## src/rtl/pcr_pkg.sv

```systemverilog
package pcr_pkg;

   typedef enum logic [2:0] {
      ST_OFF   = 3'd0,
      ST_BLANK = 3'd1,
      ST_ON    = 3'd2,
      ST_FAST  = 3'd3,
      ST_SLOW  = 3'd4
   } reg_state_e;

   typedef enum logic [1:0] {
      BR_OFF   = 2'd0,
      BR_DRIVE = 2'd1,
      BR_FAST  = 2'd2,
      BR_SLOW  = 2'd3
   } bridge_e;

   // blanking length in ticks per 2-bit code
   function automatic logic [3:0] blank_ticks(input logic [1:0] code);
      case (code)
         2'd0:    return 4'd4;
         2'd1:    return 4'd6;
         2'd2:    return 4'd8;
         default: return 4'd12;
      endcase
   endfunction

endpackage

```

## src/rtl/pcr_tick_gen.sv

```systemverilog
module pcr_tick_gen #(
   parameter int DIV_LOG2_MAX = 2,
   parameter bit HAS_EXT      = 1'b1
) (
   input  logic       clk,
   input  logic       rst_n,
   input  logic [1:0] sel_i,
   input  logic       osc_tick_i,
   input  logic       ext_tick_i,
   output logic       tick_o
);

   localparam int DW = DIV_LOG2_MAX;

   if (DIV_LOG2_MAX != 2) begin : g_bad_div
      $error("pcr_tick_gen: a 2-bit select needs DIV_LOG2_MAX == 2");
   end

   if (HAS_EXT) begin : g_ext
      logic [DW-1:0] div_q;
      logic [DW-1:0] mask;

      always_ff @(posedge clk or negedge rst_n) begin
         if (!rst_n)          div_q <= '0;
         else if (ext_tick_i) div_q <= div_q + DW'(1);
      end

      always_comb begin
         case (sel_i)
            2'b10:   mask = DW'(1);
            2'b11:   mask = DW'(3);
            default: mask = '0;
         endcase
      end

      assign tick_o = (sel_i == 2'b00) ? osc_tick_i
                                       : (ext_tick_i && ((div_q & mask) == mask));
   end else begin : g_osc
      assign tick_o = osc_tick_i;
   end

endmodule

```

## src/rtl/pcr_span_calc.sv

```systemverilog
module pcr_span_calc
   import pcr_pkg::*;
#(
   parameter int OFF_CODE_W  = 5,
   parameter int FAST_CODE_W = 4,
   parameter int CNT_W       = OFF_CODE_W + 3
) (
   input  logic [OFF_CODE_W-1:0]  off_code_i,
   input  logic [FAST_CODE_W-1:0] fast_code_i,
   input  logic [1:0]             blank_code_i,
   output logic [CNT_W-1:0]       off_last_o,
   output logic [CNT_W-1:0]       fast_last_o,
   output logic [CNT_W-1:0]       blank_last_o
);

   if (CNT_W < OFF_CODE_W + 3) begin : g_bad_cnt
      $error("pcr_span_calc: CNT_W too narrow for the off-time");
   end

   // span = (1+code)*8-1 ticks, last index = code*8+6
   assign off_last_o   = CNT_W'({off_code_i, 3'b110});
   assign fast_last_o  = CNT_W'({fast_code_i, 3'b110});
   assign blank_last_o = CNT_W'(blank_ticks(blank_code_i) - 4'd1);

endmodule

```

## src/rtl/pcr_regulator.sv

```systemverilog
module pcr_regulator
   import pcr_pkg::*;
#(
   parameter int LEVEL_W     = 6,
   parameter int OFF_CODE_W  = 5,
   parameter int FAST_CODE_W = 4,
   parameter bit HAS_EXT     = 1'b1
) (
   input  logic                   clk,
   input  logic                   rst_n,
   input  logic [1:0]             clk_sel_i,
   input  logic                   osc_tick_i,
   input  logic                   ext_tick_i,
   input  logic                   run_i,
   input  logic [LEVEL_W-1:0]     level_i,
   input  logic                   dir_i,
   input  logic                   force_slow_i,
   input  logic [OFF_CODE_W-1:0]  off_code_i,
   input  logic [FAST_CODE_W-1:0] fast_code_i,
   input  logic [1:0]             blank_code_i,
   input  logic                   trip_i,
   output logic [1:0]             bridge_o,
   output logic                   blank_o,
   output logic                   dir_o
);

   localparam int CNT_W = OFF_CODE_W + 3;

   if (FAST_CODE_W > OFF_CODE_W) begin : g_bad_fast
      $error("pcr_regulator: fast-decay code wider than off-time code");
   end

   logic             tick;
   logic [CNT_W-1:0] off_last, fast_last, blank_last;
   reg_state_e       state_q;
   logic [CNT_W-1:0] cnt_q;
   logic             dir_q;
   logic             dir_chg;
   logic             enabled;

   pcr_tick_gen #(.DIV_LOG2_MAX(2), .HAS_EXT(HAS_EXT)) i_tick (
      .clk        (clk),
      .rst_n      (rst_n),
      .sel_i      (clk_sel_i),
      .osc_tick_i (osc_tick_i),
      .ext_tick_i (ext_tick_i),
      .tick_o     (tick)
   );

   pcr_span_calc #(.OFF_CODE_W(OFF_CODE_W), .FAST_CODE_W(FAST_CODE_W), .CNT_W(CNT_W)) i_span (
      .off_code_i   (off_code_i),
      .fast_code_i  (fast_code_i),
      .blank_code_i (blank_code_i),
      .off_last_o   (off_last),
      .fast_last_o  (fast_last),
      .blank_last_o (blank_last)
   );

   assign enabled = run_i && (level_i != '0);
   assign dir_chg = dir_i != dir_q;

   always_ff @(posedge clk or negedge rst_n) begin
      if (!rst_n) begin
         state_q <= ST_OFF;
         cnt_q   <= '0;
         dir_q   <= 1'b0;
      end else if (!enabled) begin
         state_q <= ST_OFF;
         cnt_q   <= '0;
         dir_q   <= dir_i;
      end else if (tick) begin
         dir_q <= dir_i;
         case (state_q)
            ST_OFF: begin
               state_q <= ST_BLANK;
               cnt_q   <= '0;
            end
            ST_BLANK: begin
               if (dir_chg) begin
                  cnt_q <= '0;
               end else if (cnt_q == blank_last) begin
                  state_q <= ST_ON;
                  cnt_q   <= '0;
               end else begin
                  cnt_q <= cnt_q + CNT_W'(1);
               end
            end
            ST_ON: begin
               cnt_q <= '0;
               if (dir_chg)     state_q <= ST_BLANK;
               else if (trip_i) state_q <= force_slow_i ? ST_SLOW : ST_FAST;
            end
            ST_FAST: begin
               if (cnt_q == off_last) begin
                  state_q <= ST_BLANK;
                  cnt_q   <= '0;
               end else begin
                  cnt_q <= cnt_q + CNT_W'(1);
                  if (cnt_q == fast_last) state_q <= ST_SLOW;
               end
            end
            ST_SLOW: begin
               if (cnt_q == off_last) begin
                  state_q <= ST_BLANK;
                  cnt_q   <= '0;
               end else begin
                  cnt_q <= cnt_q + CNT_W'(1);
               end
            end
            default: begin
               state_q <= ST_OFF;
               cnt_q   <= '0;
            end
         endcase
      end
   end

   always_comb begin
      case (state_q)
         ST_BLANK, ST_ON: bridge_o = BR_DRIVE;
         ST_FAST:         bridge_o = BR_FAST;
         ST_SLOW:         bridge_o = BR_SLOW;
         default:         bridge_o = BR_OFF;
      endcase
   end

   assign blank_o = (state_q == ST_BLANK);
   assign dir_o   = dir_q;

   assert_idle_forces_off_R1: assert property (@(posedge clk) disable iff (!rst_n)
      !run_i |=> state_q == ST_OFF);

   assert_zero_level_off_R2: assert property (@(posedge clk) disable iff (!rst_n)
      (level_i == '0) |=> bridge_o == BR_OFF);

   assert_blank_never_decays_R4: assert property (@(posedge clk) disable iff (!rst_n)
      (state_q == ST_BLANK) |=> !(state_q inside {ST_FAST, ST_SLOW}));

   assert_fast_not_to_drive_R6: assert property (@(posedge clk) disable iff (!rst_n)
      (state_q == ST_FAST) |=> state_q != ST_ON);

   assert_forced_slow_R8: assert property (@(posedge clk) disable iff (!rst_n)
      (state_q == ST_ON && force_slow_i) |=> state_q != ST_FAST);

   assert_tick_only_R10: assert property (@(posedge clk) disable iff (!rst_n)
      (!tick && enabled) |=> $stable(state_q));

endmodule

```

## config.mk

```make
export PLATFORM = sky130hd
export DESIGN_NAME = pcr_regulator
export DESIGN_NICKNAME = d
export VERILOG_FILES = /design/src/rtl/pcr_pkg.sv /design/src/rtl/pcr_tick_gen.sv /design/src/rtl/pcr_span_calc.sv /design/src/rtl/pcr_regulator.sv
export SDC_FILE = /design/constraint.sdc
export NUM_CORES = 1
export LEC_CHECK = 0
export BUFFER_PORTS_ARGS = -buffer_cell sky130_fd_sc_hd__buf_2
export CORE_ASPECT_RATIO = 2
export CORE_MARGIN = 1.5
export CORE_UTILIZATION = 25
export DETAILED_ROUTE_END_ITERATION = 6
export SYNTH_ARGS = -nofsm -noshare
export SYNTH_HDL_FRONTEND = slang
export SYNTH_SLANG_ARGS = --single-unit
```

## constraint.sdc

```tcl
create_clock -name clk -period 1.9 [get_ports clk]
set_input_delay 0.285 -clock clk [delete_from_list [all_inputs] [get_ports clk]]
set_output_delay 0.285 -clock clk [all_outputs]
set_load 0.005 [all_outputs]
```

== After elaboration in Yosys (flattened, before gate mapping) ==
Cells that the tools add are included.
Operators by class
  bitwise operators: 1
  reductions and logical operators: 9
  $add $sub $neg: 3
  multiplexer cells: 23
  eq/ne operators: 19
Operator list (number)
  $mux W8: 5
  $mux W3: 10
  $eq A8 B8 Y1: 2
  $pmux W8 S2: 1
  $pmux W3 S5: 1
  $pmux W4 S3: 1
  $add A8 B1 Y8 const B: 1
  $eq A8 B7 Y1: 1
  $ne A4 B4 Y1 const B: 2
  $eq A2 B2 Y1 const B: 3
  $eq A3 B2 Y1 const B: 2
  $ne A3 B3 Y1 const B: 2
  $pmux W2 S3: 1
  $reduce_and A6 Y1: 1
  $reduce_bool A6 Y1: 1
  $sub A4 B1 Y5 const B: 1
  $logic_not A2 Y1: 2
  $pmux W2 S2: 1
  $reduce_or A2 Y1: 2
  $eq A3 B1 Y1 const B: 1
  $eq A3 B3 Y1 const B: 1
  $logic_not A3 Y1: 1
  $mux W1: 3
  $ne A3 B2 Y1 const B: 1
  7 further kinds: 8
Storage, ports and cells
  bits of input ports: 27
  bits in registers: 14
  output and inout port bits: 4

== Logic depth before layout (Yosys ltp) ==
Gate-level depths: netlist of run 1.
  depth in word-level cells: 9
  gate-level depth with buffers: 8
  depth with buffers taken out: 8

== By module ==
Synthesis of run 1 repeated with hierarchy kept, for this count alone.
Unflattened totals
  cell total of the unflattened synthesis: 173
  area, all modules: 1412.6 µm²
Modules (own cells, without submodules)
  pcr_regulator: cells each 131, area each 1071.0 µm², sequential area each 300.3 µm², instances 1
  pcr_span_calc: cells each 31, area each 237.7 µm², sequential area each 0.0 µm², instances 1
  pcr_tick_gen: cells each 11, area each 103.8 µm², sequential area each 50.0 µm², instances 1

== Worst setup path after synthesis of run 1 ==
No wires, ideal clock.
  kind: reg2reg
  start: reg cnt_q[4]
  end: reg state_q[1]
  buffers on the path: 1
  cell stages (with the launch flop): 8
  arrival time: 1.548 ns
  setup time: 0.133 ns
  clock period less this slack: 1.681 ns
  path slack: 0.219 ns
  cell sequence: dfrtp_1 buf_6 xnor2_4 nand2_2 o41ai_4 o2111ai_4 a21oi_1 o22ai_1
Between the ends
  cells in the longest elaborated chain, start to end: 5
  elaborated cells between the ends (all ways): 11
  those cells by class: 6 x eq/ne; 4 x mux; 1 x reduce/logical
Ends and longest elaborated chain
  from (decl): line pcr_regulator.sv:36  | logic [CNT_W-1:0] cnt_q;
  from (signal assigned): line pcr_regulator.sv:85  | cnt_q <= cnt_q + CNT_W'(1);
  from (signal assigned): line pcr_regulator.sv:98  | cnt_q <= cnt_q + CNT_W'(1);
  from (signal assigned): line pcr_regulator.sv:107  | cnt_q <= cnt_q + CNT_W'(1);
  $eq A8 B8 Y1: line pcr_regulator.sv:94, pcr_regulator.sv:103
  $mux W3: line pcr_regulator.sv:94  | if (cnt_q == off_last) begin
  $pmux W3 S5: line pcr_regulator.sv:73  | case (state_q)
  $mux W3: line pcr_regulator.sv:71  | end else if (tick) begin
  $mux W3: line pcr_regulator.sv:67  | end else if (!enabled) begin
  to (signal assigned): line pcr_regulator.sv:91  | else if (trip_i) state_q <= force_slow_i ? ST_SLOW : ST_FAST;
  to (decl): line pcr_regulator.sv:35  | reg_state_e state_q;
Parallel ways exist; a longest one is shown, timed or not. The select of a mux whose other input is x is not followed.
A chain may end at the register's enable or synchronous reset.

== Worst setup path in the final report of run 1 ==
  start: reg cnt_q[7]
  end: reg state_q[2]
The elaborated chain is that of the path after synthesis.

==> metrics.txt, run 1 <==
final wirelength=2914 um; DP HPWL=2307 um; IO Pins=31; Metal-1 WL=between 1000 and 1500 um; Horiz. Die Dim=52.90 um; min-delay worst type=in -> reg; Synth Register Bits=14; Max FO, Critical Path=6; CP arrival=roughly 2 ns; row count=36; IO Port Bufs=30; layout cells sized above 1=34.78%; Starting Density=25.83%; most frequent cells in the layout=buf_2 (30), nand2_1 (17), buf_4 (13); Tightest Pin Transition=between 0.4 and 0.5 ns; fill cell count=533; initial antenna violation count=0; Netlist cell types=44; CTS tree=done; CP required=2.05 ns; syn_area_per_cell=8.527 um^2; final hold violations=0; Layout Nets=216; area grow syn2layout=25.83%; dpl cell area=0.001473 mm^2; Critical path buffers and inverters=0; status=complete, no violations; H-tree depth=1; Achievable Freq=around 0.55 GHz; clk root buf=clkbuf_8; Final Instance Area=0.001567 mm^2; CP delay by family, top=compound AO/OA/AOI/OAI gates; clock sinks=14; DR WL met2=1569 um; pre-CTS setup slack=0.02141 ns; warning count from the yosys run=0; P_leak=around 0.70 nW; gr ovfl total=0; fin crit period=between 1.5 and 2 ns; worst setup path category=reg -> reg; sequential share of power=37.0%; first-pass GRT wire length=~5200 um; # setup viols final=0; insertion delay to the later sink of the worst-skew pair=0.25 ns; clk buf depth=2; R2R setup slack=0.09 ns; worst ir drop on vdd=0.0005105 V; NetSw=0.3067 mW; Post-Syn Instances=146; max-cap viol count=0; biggest area consumer among synthesized cells=dfrtp_1; CP endpoint kind=flip-flop; slowest stage cell, crit path=o41ai_4; Die Ht=102.8 um; detail-routed via count per cell=around 4.9; Rel. slew slack=72.72%; final setup margin=about 0.09 ns; vias=~1200; Detailed Route Iter0 Violations=21; top cell type's share of synthesized area=28.14%; GRT Util Overall=12.56%; Net Sw Frac=31.70%; clock share of power=roughly 30%; Slew Viols, Final=0; synthesized cell area=0.001245 mm^2; Startpoint Class=flip-flop; reg-to-reg startpoint=cnt_q[7]; Hold Path Origin=ext_tick_i; number of global-route vias before repair=between 1000 and 1500; met3 wire len=102 um; largest net degree at the start of global routing=17; worst clock skew=a little over 0.005 ns; Die ar.=0.005438 mm^2; Worst-path clk slew=roughly 0.06 ns; number of remaining DRC errors=0; antenna viol nets, final=0; Placer Congestion=~0.83; syn nets=between 150 and 200; synth top area cells=dfrtp_1 (28%), xnor2_1 (6.3%), nand2_1 (5.4%); Final Cycle Share=95.13%; Core Footprint=0.004820 mm^2; crit-path max cell delay=0.49 ns; highest metal used=met4; ant diodes=0; Num CTS Buffers=3; pwr dens=617.5 mW/mm^2; 1st-pass router iterations=4; P_int=0.6606 mW; Cell Chain, Critical Path=xnor2_1, nand2_2, o41ai_4, o2111ai_4, o31ai_2; post-DR wirelength/cell=12.09 um; Gate power share=about a third; Crit. Startpoint=cnt_q[7]; commonest non-fill, non-tap cell in the layout=buf_2; sequential cell area fraction in the yosys report=28.14%
==> power by group through the flow <==
stage	registers, mW	logic (mW)	clock network, mW
global placement	0.365	0.306	0
floorplan	0.358	0.200	0
detailed placement	0.364	0.310	0
global route	0.364	0.357	0.321
finish	0.358	0.315	0.294
CTS	0.360	0.311	0.305
==> synth_stat cells, drive strengths merged <==
cell type,n
a211oi,1
a21oi,5
a22oi,1
and2,1
and3,5
and3b,1
buf,9
clkbuf,1
dfrtp,14
ha,4
inv,3
mux2,1
nand2,20
nand2b,2
nand3,12
nand3b,2
nand4,1
nor2,12
nor3,1
nor4,7
nor4b,1
nor4bb,1
o2111ai,2
o21ai,12
o21bai,1
o22ai,1
o31a,1
o31ai,2
o41ai,1
or2,2
or3b,1
or4,2
xnor2,11
xor2,5
==> through the flow <==
step / util [%] / hold WS (ns) / total power [mW] / cells / TNS [ns]
floorplan: - / -0.01059 / 0.5574 / 146 / 0
global placement: 30.56 / 0.2090 / 0.6705 / 234 / 0
detailed placement: 30.56 / 0.2108 / 0.6744 / 234 / 0
CTS: 31.93 / 0.2532 / 0.9757 / 239 / 0
global route: 32.50 / 0.2637 / 1.042 / 241 / -0.05533
finish: 32.50 / 0.2548 / 0.9673 / 241 / 0
==> path summary, 6_finish.rpt <==
check | to | cells past startpoint
worst max-delay path | state_q[2] | 5
worst min-delay path | i_tick.g_ext.div_q[0] | 2
worst max register to register | state_q[2] | 5
worst min register to register | i_tick.g_ext.div_q[1] | 1
max in group asynchronous | cnt_q[5] | 2
min in group asynchronous | cnt_q[3] | 2
==> routing by layer <==
metal / vias up / GRT usage, %
li1: 594 / -
met1: 558 / 14.74
met5: - / 0
met2: 32 / 22.02
met4: 0 / 6.509
met3: 7 / 1.014
==> state kept, by name (all words and copies together) (netlist names) <==
name	flops
state_q	3
cnt_q	8
i_tick.g_ext.div_q	2
dir_o	1
==> logic make-up after synthesis <==
kind of cell / synth area share [%]
AND/OR/NAND/NOR: 29.75
multiplexers: 0.9045
buffers and inverters: 7.035
XOR/XNOR: 13.37
AO/OA/AOI/OAI: 16.79
flip-flops: 28.14
adder cells (fa/ha/maj): 4.020
==> cell type report <==
cell class,count,area [um^2],area share [%]
tap,57,71.32,4.553
clock buffer,4,55.05,3.514
timing repair buffer,44,257.7,16.45
multi-input combinational,119,818.3,52.24
sequential,14,352.8,22.52
inverter,3,11.26,0.7189
==> repair_timing <==
item | 4_1_cts | 5_1_grt
pin swaps | 0 | 2
setup endpoints to repair | 1 | 5
setup buffers | 0 | 2
hold buffers | 1 | 0
gates cloned | 0 | 0
resized for setup | 1 | 5
endpoints found under the hold margin | 14 | 0
Power figures use the tool's default switching activity.
==> run 2: changes to the inputs <==
--- a/config.mk
+++ b/config.mk
@@ -12,4 +12,5 @@
 export DETAILED_ROUTE_END_ITERATION = 6
 export SYNTH_ARGS = -nofsm -noshare
 export SYNTH_HDL_FRONTEND = slang
+export SYNTH_HIERARCHICAL = 1
 export SYNTH_SLANG_ARGS = --single-unit
==> constraint.sdc (replaced) <==
create_clock -name clk -period 1.9 [get_ports clk]
set_input_delay 0.285 -clock clk [delete_from_list [all_inputs] [get_ports clk]]
set_output_delay 0.285 -clock clk [all_outputs]
set_load 0.1 [all_outputs]
==> run 2 against run 1 <==
Count of clock-buffer cells in the layout stayed put. Synthesized area rose by 13%. Utilization is 2.1 points higher. Sequential share of layout area fell by 3.8 points. Hold slack barely moved. Power increased by 23%. Fmax fell by 2.0%. Design area rose by 20%. Synthesized cell count up 18%. Sequential cell count unchanged. Largest cell class unchanged.
==> metrics.txt, run 2 <==
IO Pins=31 (unchanged); layout cells sized above 1=41.83% (was 34.78%); Synth Register Bits=14 (unchanged); fin crit period=1.845 ns (was 1.808 ns); final wirelength=3468 um (was 2914 um); first-pass GRT wire length=5554 um (was 5195 um); Reg with most FFs=cnt_q (unchanged); vias=1306 (was 1191); 1st-pass router iterations=4 (unchanged); Die Ht=109.3 um (was 102.8 um); worst ir drop on vdd=0.0003888 V (was 0.0005105 V); FF-to-FF path depth=6 (was 5); antenna viol nets, final=0 (unchanged); Post-Syn Instances=173 (was 146); worst clock skew=0.002296 ns (was 0.005132 ns); Final Cycle Share=97.12% (was 95.13%); Synth Flop Type=dfrtp_1 (unchanged); CP endpoint kind=flip-flop (unchanged); # setup viols final=0 (unchanged); Max FO, Critical Path=7 (was 6); insertion delay to the later sink of the worst-skew pair=0.26 ns (was 0.25 ns); DP Cell Count=262 (was 234); most frequent cells in the layout=buf_4 (26), buf_2 (26), xor2_1 (17), nand2_1 (16), dfrtp_1 (13) (was buf_2 (30), nand2_1 (17), buf_4 (13)); largest net degree at the start of global routing=15 (was 17); slowest stage cell, crit path=a21o_2 (was o41ai_4); post-DR wirelength/cell=12.94 um (was 12.09 um); fraction of registers with async set/reset=100.0% (unchanged); GRT Util Overall=11.82% (was 12.56%); Slew Viols, Final=0 (unchanged); CP required=2.05 ns (about the same); CTS tree=done (unchanged); number of remaining DRC errors=0 (unchanged); clk buf depth=2 (unchanged); pwr dens=633.7 mW/mm^2 (was 617.5 mW/mm^2); dpl cell area=0.001707 mm^2 (was 0.001473 mm^2); pre-CTS setup slack=-0.3651 ns (was 0.02141 ns); max-cap viol count=0 (unchanged); Starting Density=26.06% (was 25.83%); CP delay by family, top=compound AO/OA/AOI/OAI gates (unchanged); P_leak=0.8649 nW (was 0.6967 nW); Worst-path clk slew=0.06 ns (about the same); Detailed Route Iter0 Violations=16 (was 21); biggest area consumer among synthesized cells=dfrtp_1 (unchanged); gr ovfl total=0 (unchanged); worst setup path category=in -> reg (was reg -> reg); Largest regs=cnt_q (8), state_q (3), i_tick/g_ext.div_q (2) (was cnt_q (8), state_q (3), i_tick.g_ext.div_q (2)); min-delay worst type=in -> reg (unchanged); row count=38 (was 36); syn_area_per_cell=8.165 um^2 (was 8.527 um^2); final setup margin=0.05478 ns (was 0.09244 ns); detail-routed via count per cell=4.873 (was 4.942); status=complete, no violations (unchanged); ant diodes=0 (unchanged); initial antenna violation count=0 (unchanged); fin cells=268 (was 241); Horiz. Die Dim=56.15 um (was 52.90 um); synth cell count leaders=buf_4 (20), xor2_1 (17), nand2_1 (16) (was nand2_1 (18), dfrtp_1 (14), nand3_1 (12), nor2_1 (12)); synthesized cell area=0.001413 mm^2 (was 0.001245 mm^2); synth top area cells=dfrtp_1 (25%), buf_4 (11%), xor2_1 (11%) (was dfrtp_1 (28%), xnor2_1 (6.3%), nand2_1 (5.4%)); warning count from the yosys run=6 (was 0); number of flip-flops under the largest register name=8 (unchanged); Post-synth EDFFs=0 (unchanged); Cell Chain, Critical Path=buf_8, ha_4, nor4b_2, buf_4, xnor2_1, nand4_1, o211ai_1, a21o_2, o22ai_2, a22o_1 (was xnor2_1, nand2_2, o41ai_4, o2111ai_4, o31ai_2); Final Instance Area=0.001874 mm^2 (was 0.001567 mm^2); top cell type's share of synthesized area=24.80% (was 28.14%); clk root buf=clkbuf_8 (unchanged); Achievable Freq=0.5419 GHz (was 0.5532 GHz); Placer Congestion=0.8691 (was 0.8301); area grow syn2layout=32.68% (was 25.83%); H-tree depth=1 (unchanged); WP depth=10 (was 5); fill cell count=601 (was 533); Tot Pwr=1.188 mW (was 0.9673 mW); final hold violations=0 (unchanged); Startpoint Class=input port (was flip-flop); sequential cell area fraction in the yosys report=24.80% (was 28.14%); RSZ-0062 raised after global routing=yes; Die ar.=0.006137 mm^2 (was 0.005438 mm^2); Layout Nets=241 (was 216); number of global-route vias before repair=1277 (was 1145); Core Footprint=0.005420 mm^2 (was 0.004820 mm^2); IO Port Bufs=30 (unchanged); count leader, synth=buf_4 (was nand2_1); Num CTS Buffers=3 (unchanged); CP arrival=1.99 ns (was 1.96 ns); DP HPWL=2881 um (was 2307 um); hold depth=2 (unchanged); Netlist cell types=40 (was 44); Critical path buffers and inverters=2 (was 0); crit-path max cell delay=0.26 ns (was 0.49 ns); clock sinks=14 (unchanged)
run 2: repair_timing:
item / 4_1_cts / 5_1_grt
hold buffers: 1 / 0
endpoints found under the hold margin: 14 / 0
pin swaps: 0 / 12
gates resized for setup: 1 / 22
endpoints found under the setup margin: 4 / 10
buffers inserted: 0 / 1
run 2: worst register-to-register path, stage by stage (launching register included):
cell and delay (ns):
dfrtp_1 0.40, buf_4 0.18, xor2_1 0.16, nor4_1 0.27, and3_1 0.23, o211ai_1 0.17, o41ai_1 0.33
run 2: logic make-up after synthesis:
logic type	synth area share, %
AO/OA/AOI/OAI	15.32
XOR/XNOR	17.36
adder cells (fa/ha/maj)	4.429
buffers and inverters	15.59
flip-flops	24.80
multiplexers	0.7971
other	0.5316
AND/OR/NAND/NOR	21.17
run 2: cell type report:
cell class / instances / area, um^2 / area share (%)
Timing Repair Buffer: 57 / 405.4 / 21.63
Sequential cell: 14 / 351.6 / 18.76
Clock buffer: 4 / 55.05 / 2.937
Multi-Input combinational cell: 127 / 964.7 / 51.47
Inverter: 6 / 22.52 / 1.202
Tap cell: 60 / 75.07 / 4.005
run 2: worst paths after layout:
| kind | start | endpoint | slack, ns |
|---|---|---|---|
| max | blank_code_i[0] | cnt_q[2] | 0.05 |
| min in group asynchronous | rst_n | dir_o | 0.47 |
| min reg2reg | i_tick/g_ext.div_q[1] | i_tick/g_ext.div_q[1] | 0.49 |
| max in group asynchronous | rst_n | dir_o | 1.16 |
| max reg2reg | cnt_q[4] | state_q[2] | 0.06 |
| min | ext_tick_i | i_tick/g_ext.div_q[0] | 0.25 |
run 2: per-stage QoR:
step           hold slack [ns]  setup TNS [ns]  util (%)
2_1_floorplan         -0.01059          -2.888         -
3_3_place_gp            0.2198          -2.065     31.49
3_5_place_dp            0.2144          -2.885     31.49
4_1_cts                 0.2552               0     32.71
5_1_grt                 0.2774        -0.04432     34.58
6_report                0.2548               0     34.58
run 2: per-layer routing:
| layer | wire (um) | vias up | share of wire [%] | global-route usage [%] |
|---|---|---|---|---|
| li1 | - | 632 | - | - |
| met2 | 1951 | 49 | 56 | 22.86 |
| met1 | 1084 | 609 | 31 | 10.21 |
| met4 | 285 | 0 | 8.2 | 11.73 |
| met5 | 0 | - | 0 | 0 |
| met3 | 146 | 16 | 4.2 | 0.5882 |
run 2: power by group:
part	switching [mW]	internal (mW)	leakage, nW
sequential	0.0253	0.333	0.187
clock	0.122	0.184	0.0288
combinational	0.307	0.217	0.649
total	0.454	0.734	0.865
==> run 3: changes to the inputs <==
--- a/config.mk
+++ b/config.mk
@@ -10,7 +10,8 @@
 export CORE_MARGIN = 1.5
 export CORE_UTILIZATION = 25
 export DETAILED_ROUTE_END_ITERATION = 6
+export GPL_ROUTABILITY_DRIVEN = 0
+export SETUP_SLACK_MARGIN = 0.3
 export SYNTH_ARGS = -nofsm -noshare
 export SYNTH_HDL_FRONTEND = slang
-export SYNTH_HIERARCHICAL = 1
 export SYNTH_SLANG_ARGS = --single-unit
==> run 3 against run 2 <==
Count of clock-buffer cells in the layout did not move. Critical path depth decreased by 3. Wire length decreased by 16%. Design area is 5.4% lower. Highest routed layer unchanged.
==> metrics.txt, run 3 (synthesized netlist as in run 1, its figures left out) <==
fin cells=246 (was 268); CP endpoint kind=flip-flop (unchanged); clk root buf=clkbuf_8 (unchanged); Layout Nets=221 (was 241); layout cells sized above 1=42.86% (was 41.83%); Max FO, Critical Path=6 (was 7); fin crit period=1.726 ns (was 1.845 ns); IO Pins=31 (unchanged); post-DR wirelength/cell=11.83 um (was 12.94 um); largest net degree at the start of global routing=16 (was 15); DP HPWL=2380 um (was 2881 um); worst ir drop on vdd=0.0004444 V (was 0.0003888 V); ant diodes=0 (unchanged); DP Cell Count=237 (was 262); max-cap viol count=0 (unchanged); Startpoint Class=flip-flop (was input port); vias=1193 (was 1306); Largest regs=cnt_q (8), state_q (3), i_tick.g_ext.div_q (2) (was cnt_q (8), state_q (3), i_tick/g_ext.div_q (2)); worst setup path category=reg -> reg (was in -> reg); number of flip-flops under the largest register name=8 (unchanged); GRT Util Overall=11.67% (was 11.82%); # setup viols final=0 (unchanged); Tot Pwr=1.199 mW (was 1.188 mW); CP arrival=1.84 ns (was 1.99 ns); final wirelength=2911 um (was 3468 um); status=complete, no violations (unchanged); Reg with most FFs=cnt_q (unchanged); Tightest Pin Transition=roughly 0.48 ns; Core Footprint=0.004820 mm^2 (was 0.005420 mm^2); Die ar.=0.005438 mm^2 (was 0.006137 mm^2); Detailed Route Iter0 Violations=12 (was 16); Die Ht=102.8 um (was 109.3 um); Slew Viols, Final=0 (unchanged); commonest non-fill, non-tap cell in the layout=buf_2; number of global-route vias before repair=1134 (was 1277); Final Cycle Share=90.84% (was 97.12%); Num CTS Buffers=3 (unchanged); worst clock skew=0.007287 ns (was 0.002296 ns); first-pass GRT wire length=4857 um (was 5554 um); clk buf depth=2 (unchanged); setup TNS=0 ns (unchanged); Worst-path clk slew=0.06 ns (about the same); min-delay worst type=in -> reg (unchanged); CTS tree=done (unchanged); final hold violations=0 (unchanged); IO Port Bufs=30 (unchanged); number of remaining DRC errors=0 (unchanged); detail-routed via count per cell=4.850 (was 4.873); H-tree depth=1 (unchanged); row count=36 (was 38); CP required=2.02 ns (was 2.05 ns); Horiz. Die Dim=52.90 um (was 56.15 um); RSZ-0062 raised after global routing=yes (unchanged); pwr dens=676.4 mW/mm^2 (was 633.7 mW/mm^2); Starting Density=25.83% (was 26.06%); fill cell count=490 (was 601); antenna viol nets, final=0 (unchanged); insertion delay to the later sink of the worst-skew pair=0.25 ns (was 0.26 ns); clock sinks=14 (unchanged); Achievable Freq=0.5794 GHz (was 0.5419 GHz); area grow syn2layout=42.41% (was 32.68%); 1st-pass router iterations=4 (unchanged); final core occ=36.79% (was 34.58%); gr ovfl total=0 (unchanged); initial antenna violation count=0 (unchanged); Rel. slew slack=approximately two thirds; P_leak=0.7720 nW (was 0.8649 nW); most frequent cells in the layout=buf_2 (27), nand2_1 (17), buf_4 (14), nand3_1 (12), dfrtp_1 (11) (was buf_4 (26), buf_2 (26), xor2_1 (17), nand2_1 (16), dfrtp_1 (13))
-- run 3: cell count changes in the layout (fill, tap and decap cells not counted), sizes merged, moves of 4 or more --
cell   change
nand2      +4
conb       -8
and3       +4
nand3      +6
o21ai      +5
nor2       +5
xor2      -12
buf        -8
nor3       -4
-- run 3: worst paths after layout --
kind                       slack, ns  cells past startpoint               endpoint                   from
setup / recovery                0.17                      7             state_q[1]               cnt_q[4]
hold / removal                  0.26                      2  i_tick.g_ext.div_q[0]             ext_tick_i
setup reg to reg                0.17                      7             state_q[1]               cnt_q[4]
hold reg to reg                 0.49                      1  i_tick.g_ext.div_q[1]  i_tick.g_ext.div_q[1]
max in group asynchronous       1.17                      2               cnt_q[5]                  rst_n
min in group asynchronous       0.46                      2             state_q[1]                  rst_n
-- run 3: through the flow --
step,instance area [um^2],setup slack [ns],hold slack [ns]
4_1_cts,1693,0.1669,0.2574
2_1_floorplan,1325,0.1237,-0.01059
6_report,1773,0.1741,0.2609
3_5_place_dp,1584,0.01219,0.2046
5_1_grt,1773,0.06820,0.2629
3_3_place_gp,1584,0.03505,0.2028
-- run 3: worst max-delay path, cell delays in order, from the launching register on --
cell	delay, ns
dfrtp_2	0.46
xnor2_4	0.15
nand2_2	0.09
o41ai_4	0.34
buf_4	0.18
o2111ai_4	0.15
a21oi_2	0.14
o22ai_1	0.09
-- run 3: cell type report --
cell class,instances,area [um^2],share of cell area (%)
Tap cell,57,71.32,4.023
Inverter,3,11.26,0.6351
Sequential cell,14,356.6,20.11
Clock buffer,4,55.05,3.105
Multi-Input combinational cell,119,914.6,51.59
Timing Repair Buffer,49,364.1,20.54
-- run 3: repair_timing --
item	CTS	global route
pin swaps	2	8
hold endpoints to repair	14	0
hold buffers	1	0
setup endpoints to repair	14	15
gates resized for setup	11	12
setup buffers	1	3
-- run 3: metal layers --
layer / wire [um] / part of all wire [%] / vias up / track usage (%)
met3: 85 / 2.9 / 8 / 1.014
met5: 0 / 0 / - / 0
met1: 1097 / 38 / 550 / 12.68
met2: 1629 / 56 / 27 / 21.63
met4: 99 / 3.4 / 0 / 5.720
li1: - / - / 608 / -
-- run 3: report_power, final --
part	switching [mW]	internal (mW)	leakage, nW
registers	0.0309	0.335	0.184
clock network	0.105	0.183	0.0288
logic	0.321	0.225	0.560
